**src/rtl/burst_seq_pkg.sv**
```systemverilog
package burst_seq_pkg;
  localparam int BEAT_W = 2;

  typedef enum logic {
    ORDER_LINEAR     = 1'b0,
    ORDER_INTERLEAVE = 1'b1
  } burst_order_e;

  function automatic logic [BEAT_W-1:0] map_offset(
    input logic [BEAT_W-1:0] start,
    input logic [BEAT_W-1:0] beat,
    input burst_order_e      ord
  );
    if (ord == ORDER_INTERLEAVE) return start ^ beat;
    return start + beat;
  endfunction
endpackage

```
**src/rtl/burst_load_qual.sv**
```systemverilog
module burst_load_qual (
  input  logic ctl_strobe_n_i,
  input  logic cpu_strobe_n_i,
  input  logic chip_en_n_i,
  output logic load_o
);
  logic cpu_hit;
  logic ctl_hit;

  // processor strobe only counts while chip enable is asserted; it has priority
  assign cpu_hit = ~cpu_strobe_n_i & ~chip_en_n_i;
  assign ctl_hit = ~ctl_strobe_n_i;

  always_comb begin
    if (cpu_hit)      load_o = 1'b1;
    else if (ctl_hit) load_o = 1'b1;
    else              load_o = 1'b0;
  end
endmodule

```
**src/rtl/burst_beat_ctr.sv**
```systemverilog
module burst_beat_ctr #(
  parameter int BW = 2
) (
  input  logic          clk_i,
  input  logic          rst_ni,
  input  logic          load_i,
  input  logic          adv_i,
  output logic [BW-1:0] beat_o
);
  logic [BW-1:0] beat_q;

  always_ff @(posedge clk_i) begin
    if (!rst_ni)     beat_q <= '0;
    else if (load_i) beat_q <= '0;
    else if (adv_i)  beat_q <= beat_q + 1'b1;
  end

  assign beat_o = beat_q;

  p_load_restart_r4: assert property (@(posedge clk_i) disable iff (!rst_ni)
    load_i |=> beat_o == '0);

  p_step_r5: assert property (@(posedge clk_i) disable iff (!rst_ni)
    (!load_i && adv_i) |=> beat_o == BW'($past(beat_o) + 1'b1));

  p_hold_r6: assert property (@(posedge clk_i) disable iff (!rst_ni)
    (!load_i && !adv_i) |=> $stable(beat_o));
endmodule

```
**src/rtl/burst_addr_reg.sv**
```systemverilog
module burst_addr_reg #(
  parameter int AW = 17
) (
  input  logic          clk_i,
  input  logic          rst_ni,
  input  logic          load_i,
  input  logic [AW-1:0] addr_i,
  output logic [AW-1:0] base_o
);
  logic [AW-1:0] base_q;

  always_ff @(posedge clk_i) begin
    if (!rst_ni)     base_q <= '0;
    else if (load_i) base_q <= addr_i;
  end

  assign base_o = base_q;

  p_capture_r2: assert property (@(posedge clk_i) disable iff (!rst_ni)
    load_i |=> base_o == $past(addr_i));

  p_keep_r9: assert property (@(posedge clk_i) disable iff (!rst_ni)
    !load_i |=> $stable(base_o));
endmodule

```
**src/rtl/burst_addr_seq.sv**
```systemverilog
module burst_addr_seq
  import burst_seq_pkg::*;
#(
  parameter int AW = 17
) (
  input  logic          clk_i,
  input  logic          rst_ni,
  input  logic [AW-1:0] addr_i,
  input  logic          ctl_strobe_n_i,
  input  logic          cpu_strobe_n_i,
  input  logic          chip_en_n_i,
  input  logic          adv_n_i,
  input  logic          order_sel_i,
  output logic [AW-1:0] word_addr_o
);
  localparam int UPPER_W = AW - BEAT_W;

  logic              load;
  logic [BEAT_W-1:0] beat;
  logic [AW-1:0]     base;
  burst_order_e      order;

  assign order = burst_order_e'(order_sel_i);

  burst_load_qual u_qual (
    .ctl_strobe_n_i (ctl_strobe_n_i),
    .cpu_strobe_n_i (cpu_strobe_n_i),
    .chip_en_n_i    (chip_en_n_i),
    .load_o         (load)
  );

  burst_addr_reg #(.AW(AW)) u_base (
    .clk_i  (clk_i),
    .rst_ni (rst_ni),
    .load_i (load),
    .addr_i (addr_i),
    .base_o (base)
  );

  burst_beat_ctr #(.BW(BEAT_W)) u_beat (
    .clk_i  (clk_i),
    .rst_ni (rst_ni),
    .load_i (load),
    .adv_i  (~adv_n_i),
    .beat_o (beat)
  );

  assign word_addr_o = {base[AW-1 -: UPPER_W], map_offset(base[BEAT_W-1:0], beat, order)};

  // first beat after any load presents the captured address in either order
  p_first_beat_r4: assert property (@(posedge clk_i) disable iff (!rst_ni)
    (!ctl_strobe_n_i || (!cpu_strobe_n_i && !chip_en_n_i)) |=> word_addr_o == $past(addr_i));

  p_gated_ignore_r3: assert property (@(posedge clk_i) disable iff (!rst_ni)
    (ctl_strobe_n_i && chip_en_n_i && adv_n_i) |=>
      (!$stable(order_sel_i) || $stable(word_addr_o)));

  p_upper_fixed_r9: assert property (@(posedge clk_i) disable iff (!rst_ni)
    (ctl_strobe_n_i && (cpu_strobe_n_i || chip_en_n_i)) |=>
      $stable(word_addr_o[AW-1:BEAT_W]));
endmodule

```
**config.mk**
```make
export PLATFORM = sky130hd
export DESIGN_NAME = burst_addr_seq
export DESIGN_NICKNAME = d
export VERILOG_FILES = /design/src/rtl/burst_seq_pkg.sv /design/src/rtl/burst_load_qual.sv /design/src/rtl/burst_beat_ctr.sv /design/src/rtl/burst_addr_reg.sv /design/src/rtl/burst_addr_seq.sv
export SDC_FILE = /design/constraint.sdc
export NUM_CORES = 1
export LEC_CHECK = 0
export ABC_AREA = 0
export BUFFER_PORTS_ARGS = -buffer_cell sky130_fd_sc_hd__clkbuf_2
export CAP_MARGIN = 5
export CORE_AREA = 2 2 46 48
export DETAILED_ROUTE_END_ITERATION = 8
export DIE_AREA = 0 0 48 50
export GPL_ROUTABILITY_DRIVEN = 0
export GPL_TIMING_DRIVEN = 0
export PLACE_DENSITY = 0.75
export SETUP_SLACK_MARGIN = 0.2
export SYNTH_ARGS = -nofsm -noshare
export SYNTH_HDL_FRONTEND = slang
export SYNTH_HIERARCHICAL = 1
export SYNTH_SLANG_ARGS = --single-unit
```
**constraint.sdc**
```tcl
create_clock -name clk_i -period 1.36 [get_ports clk_i]
set_clock_uncertainty 0.2 [all_clocks]
set_input_delay 0 -clock clk_i [delete_from_list [all_inputs] [get_ports clk_i]]
set_output_delay 0 -clock clk_i [all_outputs]
set_load 0.03 [all_outputs]
```
Word-level counts from Yosys, hierarchy flattened
Cells that the tools add are included.
{ "totals": {"reg_bits": 19, "latch_bits": 0, "ramBits": 0, "rom_bits": 0, "input_bits": 24, "output_inout_bits": 17, "word_cells": 15, "n_memories": 0} }
{ "op_classes": {"add_sub_neg": 2, "mul": 0, "n_div": 0, "n_lt_le_gt_ge": 0, "n_eq_ne": 0, "n_shift": 0, "mux": 5, "bitwise": 5, "n_reduce_logical": 1} }
{ "op_table": {"columns": ["cell", "count"], "rows": [
  ["2-to-1 mux 2 bit", 2],
  ["2-to-1 mux 1 bit", 3],
  ["inverter 1 bit", 3],
  ["adder 2 x 1 -> 2 bit (second input constant)", 1],
  ["adder 2 bit", 1],
  ["OR reduction 2 bit", 1],
  ["bitwise XOR 2 bit", 1],
  ["bitwise AND 1 bit", 1]
]} }

Longest topological paths before layout
Gate-level depths: netlist of the first run.
{ "depth": {"word_depth": 4, "depth_mapped": 5} }

Hierarchy
The synthesis of the first run kept the hierarchy.
{ "modules_own_cells": {"columns": ["module", "n_inst", "cells_per_inst", "area_per_inst_um2"], "rows": [
  ["burst_addr_reg", 1, 54, 651.9],
  ["burst_beat_ctr", 1, 8, 85.1],
  ["burst_addr_seq", 1, 5, 40.0],
  ["burst_load_qual", 1, 1, 5.0]
]} }

Least setup slack after synthesis of the first run
No wires, ideal clock.
{ "synth_timing": {"kind": "reg-to-output", "start": "register u_beat.beat_q[0] (netlist: u_beat/beat_o[0])", "end": "output word_addr_o[1]", "arrival_time_ns": 1.158, "required_ns": 1.160, "path_slack_ns": 0.002, "path_stages_with_launch": 4, "path_cell_list": "dfxtp_1 ha_1 nor2b_1 xnor2_1"} }
{ "synth_via": {"elab_chain_cells": 2} }
{ "synth_lines": {"columns": ["element", "line", "text"], "rows": [
  ["start, declared", "burst_beat_ctr.sv:10", "logic [BW-1:0] beat_q;"],
  ["start signal, assigned", "burst_beat_ctr.sv:15", "else if (adv_i) beat_q <= beat_q + 1'b1;"],
  ["adder 2 bit", "burst_seq_pkg.sv:15", "return start + beat;"],
  ["2-to-1 mux 2 bit", "burst_seq_pkg.sv:15", null],
  ["end, declared", "burst_addr_seq.sv:14", "output logic [AW-1:0] word_addr_o"]
]} }
Every way passes these cells.

Worst setup path in the final report of the first run
Ends and elaborated chain as after synthesis.

==> summary.md, run 1 <==
| Metric | Value |
|---|---|
| Die Width | `48 um` |
| Syn Inst Count | `68` |
| Worst Setup Slack post-DPL | `-9.59 ps` |
| Maximum clock rate | `691 MHz` |
| CTS clk-pin slew, worst paths | `110 ps` |
| Cell area after synthesis | `782 um^2` |
| Initial antenna violation count | `0` |
| Via count | `713` |
| First-pass GRT wire length | `3030 um` |
| Grt total ovfl | `0` |
| Post-synth ARST share | `0%` |
| Drt pass-1 iters | `2` |
| Yosys reg bits | `19` |
| Avg Inst Size Synth | `11.5 um^2` |
| CP Launch Type | `flop` |
| Overall global routing resource usage | `18.0%` |
| Most instantiated cells after synthesis | `dfxtp_1 (19), nor2b_1 (18), mux2i_1 (17)` |
| CP top delay family | `flip-flops` |
| Critical path fanouts, max | `2` |
| Hold depth | `3` |
| Warnings from Yosys | `6` |
| Number of primary I/O pins | `41` |
| Buffer depth of the longest clock path | `2` |
| Power Total | `1220 uW` |
| Critical Path RT | `1160 ps` |
| DIE AREA | `0.00240 mm^2` |
| Post-route ant nets | `0` |
| Clk_lat worst skew | `280 ps` |
| Root Driver | `clkbuf_4` |
| Dpl hpwl | `1260 um` |
| CP Launch Point | `u_beat/beat_o[0]` |
| Routed len/inst | `11.6 um` |
| Port Buffers | `40` |
| DRT iter0 DRCs | `1` |
| Worst vdd ir | `0.000545 V` |
| Nets | `161` |
| Final setup fails | `1` |
| Mapped Nets | `93` |
| Placed cell area | `0.00104 mm^2` |
| Area leader, netlist | `dfxtp_1` |
| R2R cell count | `4` |
| Worst slew pin tran | `318 ps` |
| CTS sink cnt | `19` |
| Crit path arrival time | `1250 ps` |
| Netlist cell types | `15` |
| Worst path max stage delay | `370 ps` |
| HP Class | `in -> reg` |
| Stages on worst setup path | `4` |
| MaxCap Viol Count | `0` |
| Top post-synthesis cells by area | `dfxtp_1 (49%), mux2i_1 (22%), nor2b_1 (14%)` |
| Status | `finished with violations` |
| Initial Util | `41.1%` |
| Tmin final | `1450 ps` |
| Post-route cell area | `0.00134 mm^2` |
| Filler cells | `146` |
| Failing checks | `negative hold slack, negative setup slack` |
| Max-slew violation count | `0` |
| Count leader, synth | `dfxtp_1` |
| Post-synthesis sequential area ratio | `48.6%` |
| ANT cells | `0` |
| R2R Setup Slk | `290 ps` |
| Most used DFF post-synth | `dfxtp_1` |
| CTS tree | `yes` |
| Core Footprint | `0.00190 mm^2` |
| WHS | `-0.933 ps` |
| Final hold vios | `2` |
| Row cnt | `16` |
| Final period utilization | `106%` |
| Vias in the first global route | `736` |
| Worst setup EP type | `output pin` |
| H-tree Lvls | `1` |
| Die height | `50 um` |
| End point of the critical path | `word_addr_o[1]` |
| Power Density | `911 mW/mm^2` |
| Reg-to-Reg Start | `u_base/base_o[0]` |
| Vias per inst | `4.40` |
| RSZ-0062 raised after global routing | `yes` |
| Leak | `0.000660 uW` |
| Setup CP Type | `reg -> out` |
| Final worst slack | `-86.5 ps` |
| DRC violations left | `0` |
| Post-synth EDFFs | `0` |
| Max-slew headroom | `78.8%` |
| Layout cell share with drive strength beyond 1 | `41.5%` |
| Worst-path cell chain | `ha_4 > nor2b_4 > xnor2_4 > buf_8` |
| Pin count of the biggest net entering global routing | `12` |
| Crit Reg-Reg Endpoint | `u_base/base_o[0]` |
| Cts bufs inserted | `3` |
| Area grow syn2layout | `70.7%` |
| Share of the synthesized area in the top cell type | `48.6%` |
| Final core occ | `70.2%` |
| Post-Route WL | `1880 um` |
| CP bufs+invs | `1` |
| CP max-delay cell | `dfxtp_2` |
[through the flow]
step / TNS (ps) / std cells
3_5_place_dp: -9.59 / 135
3_3_place_gp: 0 / 135
4_1_cts: -110 / 161
6_report: -86.5 / 162
5_1_grt: -154 / 162
2_1_floorplan: 0 / 68
[tightest hold or removal path, delay by kind of cell]
| kind | cells | cell delay [ps] |
|---|---|---|
| buffers and inverters | 2 | 280 |
| AND/OR/NAND/NOR | 1 | 170 |
[routing by layer]
layer | GRT usage (%) | part of all wire [%] | wire length (um) | up-vias
met2 | 34.0 | 59 | 1100 | 13
met4 | 8.11 | 1.4 | 27 | 0
met3 | 2.20 | 1.2 | 22 | 2
met1 | 17.8 | 39 | 727 | 334
li1 | - | - | - | 364
met5 | 0 | 0 | 0 | -
[cell type report]
cell class / instances / area, um^2 / share of cell area (%)
plain buffers: 3 / 35.0 / 2.62
clock buffers: 3 / 22.5 / 1.69
clock inverters: 1 / 5.00 / 0.375
inverters: 1 / 3.75 / 0.281
multi-input cells: 45 / 409 / 30.6
flip-flops and latches: 19 / 383 / 28.7
well taps: 27 / 33.8 / 2.53
repair buffers: 63 / 443 / 33.2
[what timing repair did]
action                                 CTS  global route
pin swaps                                2             2
setup buffers                            2             1
hold buffers                            20             0
resized for setup                       10             2
endpoints found under the hold margin   19             0
setup endpoints to repair                2             2
[placed cells by master (no fill, tap or decap), drive strengths merged]
master        n
a21bo         1
a21oi         1
buf           7
clkbuf       42
clkinv        1
dfxtp        19
dlygate4sd3  20
ha            1
inv           1
mux2i        17
nand2b        1
nand3b        1
nor2          1
nor2b        18
o21ai         1
xnor2         3
[how the worst min path moves through the flow]
stage | start | to
global route | rst_ni | u_base/base_o[11]
CTS | rst_ni | u_base/base_o[5]
finish | rst_ni | u_base/base_o[5]
global placement | addr_i[0] | u_base/base_o[0]
floorplan | rst_ni | u_base/base_o[0]
detailed placement | addr_i[9] | u_base/base_o[9]
[registers in the layout (all words and copies together) (netlist names)]
signal,count
u_beat/beat_o,2
u_base/base_o,17
[cells by family (layout without fill, tap and decap cells)]
family,after synthesis,in the layout,share of synthesized area (%)
simple gates,21,21,16.6
fa+ha+maj,1,1,1.60
compound gates,3,3,3.04
flops,19,19,48.6
mux,17,17,21.8
buf+inv,4,71,4.96
xor+xnor,3,3,3.36
[power breakdown]
| group | leakage, uW | internal [uW] | switching (uW) |
|---|---|---|---|
| Sequential | 0.000158 | 592 | 20.6 |
| Combinational | 0.000485 | 169 | 158 |
| Clock | 0.0000177 | 109 | 167 |
Power figures use the tool's default switching activity.
==> run 2, diff against run 1 <==
--- a/config.mk
+++ b/config.mk
@@ -7,12 +7,13 @@
 export LEC_CHECK = 0
 export ABC_AREA = 0
 export BUFFER_PORTS_ARGS = -buffer_cell sky130_fd_sc_hd__clkbuf_2
-export CAP_MARGIN = 5
 export CORE_AREA = 2 2 46 48
+export CTS_BUF_LIST = sky130_fd_sc_hd__clkbuf_16
 export DETAILED_ROUTE_END_ITERATION = 8
 export DIE_AREA = 0 0 48 50
 export GPL_ROUTABILITY_DRIVEN = 0
 export GPL_TIMING_DRIVEN = 0
+export MAX_ROUTING_LAYER = met4
 export PLACE_DENSITY = 0.75
 export SETUP_SLACK_MARGIN = 0.2
 export SYNTH_ARGS = -nofsm -noshare
==> run 2 against run 1 <==
Compared with the run above:
- the flow finishes with violations (negative setup slack)
- sequential power barely moved
- flip-flop and latch count unchanged
- core utilization is 2.4 points higher
- clock power grew 120%
- combinational power is essentially flat
- critical path depth unchanged
- non-clock buffer count decreased by 1
- critical endpoint unchanged
- highest routed layer unchanged
==> summary.md, run 2 (synthesis results as in run 1) <==
| Metric | Value |
|---|---|
| DRC violations left | `0 (unchanged)` |
| Final period utilization | `101% (was 106%)` |
| Buffer depth of the longest clock path | `2 (unchanged)` |
| Filler cells | `144 (was 146)` |
| Vias per inst | `4.45 (was 4.40)` |
| Most frequent cells in the layout | `clkbuf_2 (38), dlygate4sd3_1 (20), mux2i_1 (17), nor2b_1 (17), dfxtp_1 (17) (unchanged)` |
| Worst setup EP type | `output pin (unchanged)` |
| Hold depth | `3 (unchanged)` |
| Status | `finished with violations (unchanged)` |
| Final core occ | `72.6% (was 70.2%)` |
| Setup CP Type | `reg -> out (unchanged)` |
| DRT iter0 DRCs | `5 (was 1)` |
| Clk_lat worst skew | `250 ps (was 280 ps)` |
| HP Class | `in -> reg (unchanged)` |
| Worst vdd ir | `0.000909 V (was 0.000545 V)` |
| DIE AREA | `0.00240 mm^2 (unchanged)` |
| Setup TNS | `-7.65 ps (was -86.5 ps)` |
| Final hold vios | `0 (was 2)` |
| Area grow syn2layout | `76.5% (was 70.7%)` |
| FF/Latch Area | `383 um^2 (unchanged)` |
| MaxCap Viol Count | `0 (unchanged)` |
| Post-route ant nets | `0 (unchanged)` |
| H-tree Lvls | `1 (unchanged)` |
| Die height | `50 um (unchanged)` |
| Initial antenna violation count | `0 (unchanged)` |
| Leak | `0.000677 uW (was 0.000660 uW)` |
| Drt pass-1 iters | `4 (was 2)` |
| Post-route cell area | `0.00138 mm^2 (was 0.00134 mm^2)` |
| CTS tree | `yes (unchanged)` |
| Max-slew violation count | `0 (unchanged)` |
| Pin count of the biggest net entering global routing | `12 (unchanged)` |
| Power Density | `1110 mW/mm^2 (was 911 mW/mm^2)` |
| CP Launch Type | `flop (unchanged)` |
| Final setup fails | `1 (unchanged)` |
| Overall global routing resource usage | `19.9% (was 18.0%)` |
| Maximum clock rate | `731 MHz (was 691 MHz)` |
| ANT cells | `0 (unchanged)` |
| Via count | `716 (was 713)` |
| Die Width | `48 um (unchanged)` |
| Root Driver | `clkbuf_16 (was clkbuf_4)` |
| Crit path arrival time | `1170 ps (was 1250 ps)` |
| Layout cell share with drive strength beyond 1 | `41.0% (was 41.5%)` |
| Tmin final | `1370 ps (was 1450 ps)` |
| Most common cell after layout, fill and taps aside | `clkbuf_2 (unchanged)` |
| Grt total ovfl | `0 (unchanged)` |
| Number of primary I/O pins | `41 (unchanged)` |
| Placed cell area | `0.00104 mm^2 (unchanged)` |
| Failing checks | `negative setup slack (was negative hold slack, negative setup slack)` |
| Vias in the first global route | `752 (was 736)` |
| Multi-input gate area | `409 um^2 (unchanged)` |
| Port Buffers | `40 (unchanged)` |
| Cts bufs inserted | `3 (unchanged)` |
| Largest register FFs | `17 (unchanged)` |
| CTS sink cnt | `19 (unchanged)` |
| R2R cell count | `3 (was 4)` |
| RSZ-0062 raised after global routing | `yes (unchanged)` |
| Initial Util | `41.1% (unchanged)` |
| First-pass GRT wire length | `3280 um (was 3030 um)` |
| Critical path fanouts, max | `2 (unchanged)` |
| Final worst slack | `-7.65 ps (was -86.5 ps)` |
| Post-Route WL | `1990 um (was 1880 um)` |
| Critical Path RT | `1160 ps (about the same)` |
| Max-slew headroom | `78.6% (was 78.8%)` |
| Dpl hpwl | `1260 um (unchanged)` |
| Nets | `160 (was 161)` |
| Row cnt | `16 (unchanged)` |
| Core Footprint | `0.00190 mm^2 (unchanged)` |
| Routed len/inst | `12.4 um (was 11.6 um)` |
| CTS clk-pin slew, worst paths | `60 ps (was 110 ps)` |
| Worst slew pin tran | `321 ps (was 318 ps)` |
==> run 2: power breakdown <==
part           switching, uW  internal, uW  leakage, uW
clock network            204           394    0.0000409
registers               20.9           593     0.000158
logic                    160           167     0.000479
total                    385          1150     0.000677
==> run 2: area by class of cell <==
cell class | instances | share of cell area, %
flip-flops and latches | 19 | 27.7
clock inverters | 1 | 0.363
plain buffers | 3 | 2.54
inverters | 1 | 0.272
repair buffers | 62 | 31.6
clock buffers | 3 | 5.44
multi-input cells | 45 | 29.6
well taps | 27 | 2.45
==> run 2: worst paths after layout <==
| check | start | to | slack (ps) |
|---|---|---|---|
| setup / recovery | u_base/base_o[0] | word_addr_o[1] | -8 |
| hold reg to reg | u_base/base_o[10] | u_base/base_o[10] | 320 |
| hold / removal | rst_ni | u_base/base_o[5] | 50 |
| setup reg to reg | u_beat/beat_o[0] | u_beat/beat_o[1] | 320 |
==> run 2: worst max-delay path: stages (launching register included) <==
cell	delay, ps
dfxtp_2	350
ha_4	130
nor2b_4	180
xnor2_4	130
buf_8	140
==> run 2: what timing repair did <==
| action | 4_1_cts | 5_1_grt |
|---|---|---|
| pin swaps | 2 | 0 |
| endpoints found under the setup margin | 2 | 2 |
| resized for setup | 10 | 2 |
| hold buffers | 20 | 0 |
| buffers inserted | 2 | 0 |
| endpoints found under the hold margin | 19 | 0 |
==> run 2: layer usage <==
layer  global-route usage, %  routed length (um)  vias to the layer above
met5                       -                   0                        -
met4                    6.76                  19                        0
met3                    2.20                  43                        2
met2                    35.8                1210                       17
met1                    21.3                 723                      338
li1                        -                   -                      359
==> run 2: per-stage QoR <==
| step | power [uW] | setup WS (ps) | cells | hold WS [ps] |
|---|---|---|---|---|
| 2_1_floorplan | 795 | 212 | 68 | -71.8 |
| 3_3_place_gp | 869 | 67.3 | 135 | 56.5 |
| 3_5_place_dp | 879 | -9.59 | 135 | 67.3 |
| 4_1_cts | 1540 | -46.6 | 161 | 64.0 |
| 5_1_grt | 1610 | -69.3 | 161 | 118 |
| 6_report | 1540 | -7.65 | 161 | 49.6 |
==> run 3, diff against run 2 <==
--- a/config.mk
+++ b/config.mk
@@ -7,15 +7,16 @@
 export LEC_CHECK = 0
 export ABC_AREA = 0
 export BUFFER_PORTS_ARGS = -buffer_cell sky130_fd_sc_hd__clkbuf_2
-export CORE_AREA = 2 2 46 48
+export CORE_AREA = 8 8 52 54
 export CTS_BUF_LIST = sky130_fd_sc_hd__clkbuf_16
 export DETAILED_ROUTE_END_ITERATION = 8
-export DIE_AREA = 0 0 48 50
+export DIE_AREA = 0 0 60 62
 export GPL_ROUTABILITY_DRIVEN = 0
 export GPL_TIMING_DRIVEN = 0
 export MAX_ROUTING_LAYER = met4
 export PLACE_DENSITY = 0.75
 export SETUP_SLACK_MARGIN = 0.2
+export SKIP_LAST_GASP = 1
 export SYNTH_ARGS = -nofsm -noshare
 export SYNTH_HDL_FRONTEND = slang
 export SYNTH_HIERARCHICAL = 1
==> run 3 against run 2 <==
Compared with the run above:
- the flow still finishes with violations (negative setup slack)
- core utilization is 0.20 points higher
- via count decreased by 1.5%
- largest cell class unchanged
- non-clock buffer count unchanged
- cell count unchanged
==> summary.md, run 3 (synthesis results as in run 1) <==
| Metric | Value |
|---|---|
| Overall global routing resource usage | `12.5% (was 19.9%)` |
| Worst slew pin tran | `359 ps (was 321 ps)` |
| CP max-delay cell | `dfxtp_1 (was dfxtp_2)` |
| Tmin final | `1380 ps (was 1370 ps)` |
| CP bufs+invs | `1 (unchanged)` |
| Die Width | `60 um (was 48 um)` |
| DRC violations left | `0 (unchanged)` |
| Worst hold endpoint | `u_base/base_o[8] (was u_base/base_o[5])` |
| Hold depth | `3 (unchanged)` |
| Most common cell after layout, fill and taps aside | `clkbuf_2 (unchanged)` |
| Drt pass-1 iters | `2 (was 4)` |
| Initial antenna violation count | `0 (unchanged)` |
| Final hold vios | `0 (unchanged)` |
| WHS | `69.5 ps (was 49.6 ps)` |
| Port Buffers | `40 (unchanged)` |
| Filler cells | `138 (was 144)` |
| Initial Util | `41.1% (unchanged)` |
| Post-Route WL | `2270 um (was 1990 um)` |
| Die height | `62 um (was 50 um)` |
| Layout cell share with drive strength beyond 1 | `41.8% (was 41.0%)` |
| Buffer depth of the longest clock path | `2 (unchanged)` |
| Max-slew violation count | `0 (unchanged)` |
| Final period utilization | `102% (was 101%)` |
| Dpl hpwl | `1450 um (was 1260 um)` |
| Power Density | `1120 mW/mm^2 (was 1110 mW/mm^2)` |
| Stages on worst setup path | `3 (was 4)` |
| Worst-path cell chain | `xnor2_2 > xnor2_4 > buf_8 (was ha_4 > nor2b_4 > xnor2_4 > buf_8)` |
| Post-route ant nets | `0 (unchanged)` |
| Multi-input gate area | `413 um^2 (was 409 um^2)` |
| FF/Latch Area | `383 um^2 (unchanged)` |
| Maximum clock rate | `723 MHz (was 731 MHz)` |
| Via count | `705 (was 716)` |
| Critical Path RT | `1160 ps (about the same)` |
| Final worst slack | `-22.5 ps (was -7.65 ps)` |
| First-pass GRT wire length | `3380 um (was 3280 um)` |
| HP Class | `in -> reg (unchanged)` |
| Cts bufs inserted | `3 (unchanged)` |
| H-tree Lvls | `1 (unchanged)` |
| Switch share | `25.2% (was 25.0%)` |
| Crit path arrival time | `1180 ps (was 1170 ps)` |
| Power Total | `1540 uW (about the same)` |
| Sw Pwr | `389 uW (was 385 uW)` |
| Pin count of the biggest net entering global routing | `12 (unchanged)` |
| Vias in the first global route | `753 (was 752)` |
| R2R Setup Slk | `330 ps (was 320 ps)` |
| Final setup fails | `1 (unchanged)` |
| Clock power share | `38.8% (about the same)` |
| Vias per inst | `4.38 (was 4.45)` |
| Routed len/inst | `14.1 um (was 12.4 um)` |
| Worst path max stage delay | `340 ps (was 350 ps)` |
| Worst Hold Launch | `rst_ni (unchanged)` |
| CTS clk-pin slew, worst paths | `50 ps (was 60 ps)` |
| Clk_lat worst skew | `250 ps (about the same)` |
| Row cnt | `16 (unchanged)` |
| Crit Reg-Reg Endpoint | `u_beat/beat_o[1] (unchanged)` |
| MaxCap Viol Count | `0 (unchanged)` |
| RSZ-0062 raised after global routing | `yes (unchanged)` |
| Leak | `0.000678 uW (was 0.000677 uW)` |
| Grt total ovfl | `0 (unchanged)` |
| Worst Setup Slack post-DPL | `15.6 ps (was -9.59 ps)` |
| Largest register FFs | `17 (unchanged)` |
| Critical path fanouts, max | `2 (unchanged)` |
| Placed cell area | `0.00104 mm^2 (unchanged)` |
| ANT cells | `0 (unchanged)` |
| Max-slew headroom | `76.1% (was 78.6%)` |
| Gate power share | `21.5% (was 21.3%)` |
| DRT iter0 DRCs | `8 (was 5)` |
| CP top delay family | `XOR/XNOR gates (was flip-flops)` |
| R2R cell count | `3 (unchanged)` |
| CTS tree | `yes (unchanged)` |
| DIE AREA | `0.00372 mm^2 (was 0.00240 mm^2)` |
| Pint | `1150 uW (about the same)` |
| Post-route cell area | `0.00138 mm^2 (about the same)` |
| Setup TNS | `-22.5 ps (was -7.65 ps)` |
| Most frequent cells in the layout | `clkbuf_2 (38), dlygate4sd3_1 (20), mux2i_1 (17), nor2b_1 (17), dfxtp_1 (17) (unchanged)` |
| CTS sink cnt | `19 (unchanged)` |
| Status | `finished with violations (unchanged)` |
| CP Launch Point | `u_base/base_o[1] (was u_base/base_o[0])` |
| Nets | `160 (unchanged)` |
| Number of primary I/O pins | `41 (unchanged)` |
| Root Driver | `clkbuf_16 (unchanged)` |
| Sequential power share | `39.7% (was 39.9%)` |
| CP Launch Type | `flop (unchanged)` |
| Failing checks | `negative setup slack (unchanged)` |
| Worst vdd ir | `0.000898 V (was 0.000909 V)` |
| Core Footprint | `0.00190 mm^2 (unchanged)` |
| Worst setup EP type | `output pin (unchanged)` |
| Area grow syn2layout | `77.0% (was 76.5%)` |
| Reg-to-Reg Start | `u_beat/beat_o[0] (unchanged)` |
| Setup CP Type | `reg -> out (unchanged)` |
-- run 3: cell count changes in the layout (fill, tap and decap cells not counted) --
cell,delta
o21ai_2,+1
o21ai_1,-1
-- run 3: power groups by stage --
stage          Sequential, uW  Clock [uW]  Combinational, uW
2_1_floorplan             680           0                116
3_3_place_gp              621           0                251
3_5_place_dp              623           0                257
4_1_cts                   613         603                324
5_1_grt                   618         632                351
6_report                  614         599                332
-- run 3: layer usage --
layer  part of all wire [%]  vias up  track usage, %
met3                    2.5        4           0.206
met2                     58       16            25.5
met4                    1.8        0            7.14
li1                       -      354               -
met5                      0        -               -
met1                     37      331            11.5
-- run 3: how the worst max path moves through the flow --
| stage | endpoint | slack (ps) |
|---|---|---|
| 6_report | word_addr_o[1] | -20 |
| 5_1_grt | word_addr_o[1] | -70 |
| 4_1_cts | word_addr_o[1] | -30 |
| 3_5_place_dp | word_addr_o[1] | 20 |
| 3_3_place_gp | word_addr_o[1] | 60 |
| 2_1_floorplan | word_addr_o[1] | 210 |
-- run 3: worst min-delay path: stages --
cell and delay, ps:
clkbuf_2 90, clkbuf_1 200, nor2b_1 180
-- run 3: cell type report --
type / count / share of cell area [%]
clock buffer: 3 / 5.42
multi-input combinational: 45 / 29.8
timing repair buffer: 62 / 31.5
tap: 27 / 2.44
inverter: 1 / 0.271
clock inverter: 1 / 0.362
sequential: 19 / 27.7
buffer: 3 / 2.53
-- run 3: timing repair --
action	4_1_cts	5_1_grt
pin swaps	2	0
buffers inserted	2	0
hold buffers	20	0
gates resized for setup	10	3
cloned	0	0
endpoints found under the setup margin	2	3
hold endpoints to repair	19	0
-- run 3: stage by stage --
step                      util (%)  instances
final                         72.8        161
after global routing          72.8        161
after CTS                     72.4        161
after detailed placement      54.5        135
after global placement        54.5        135
after floorplan                  -         68
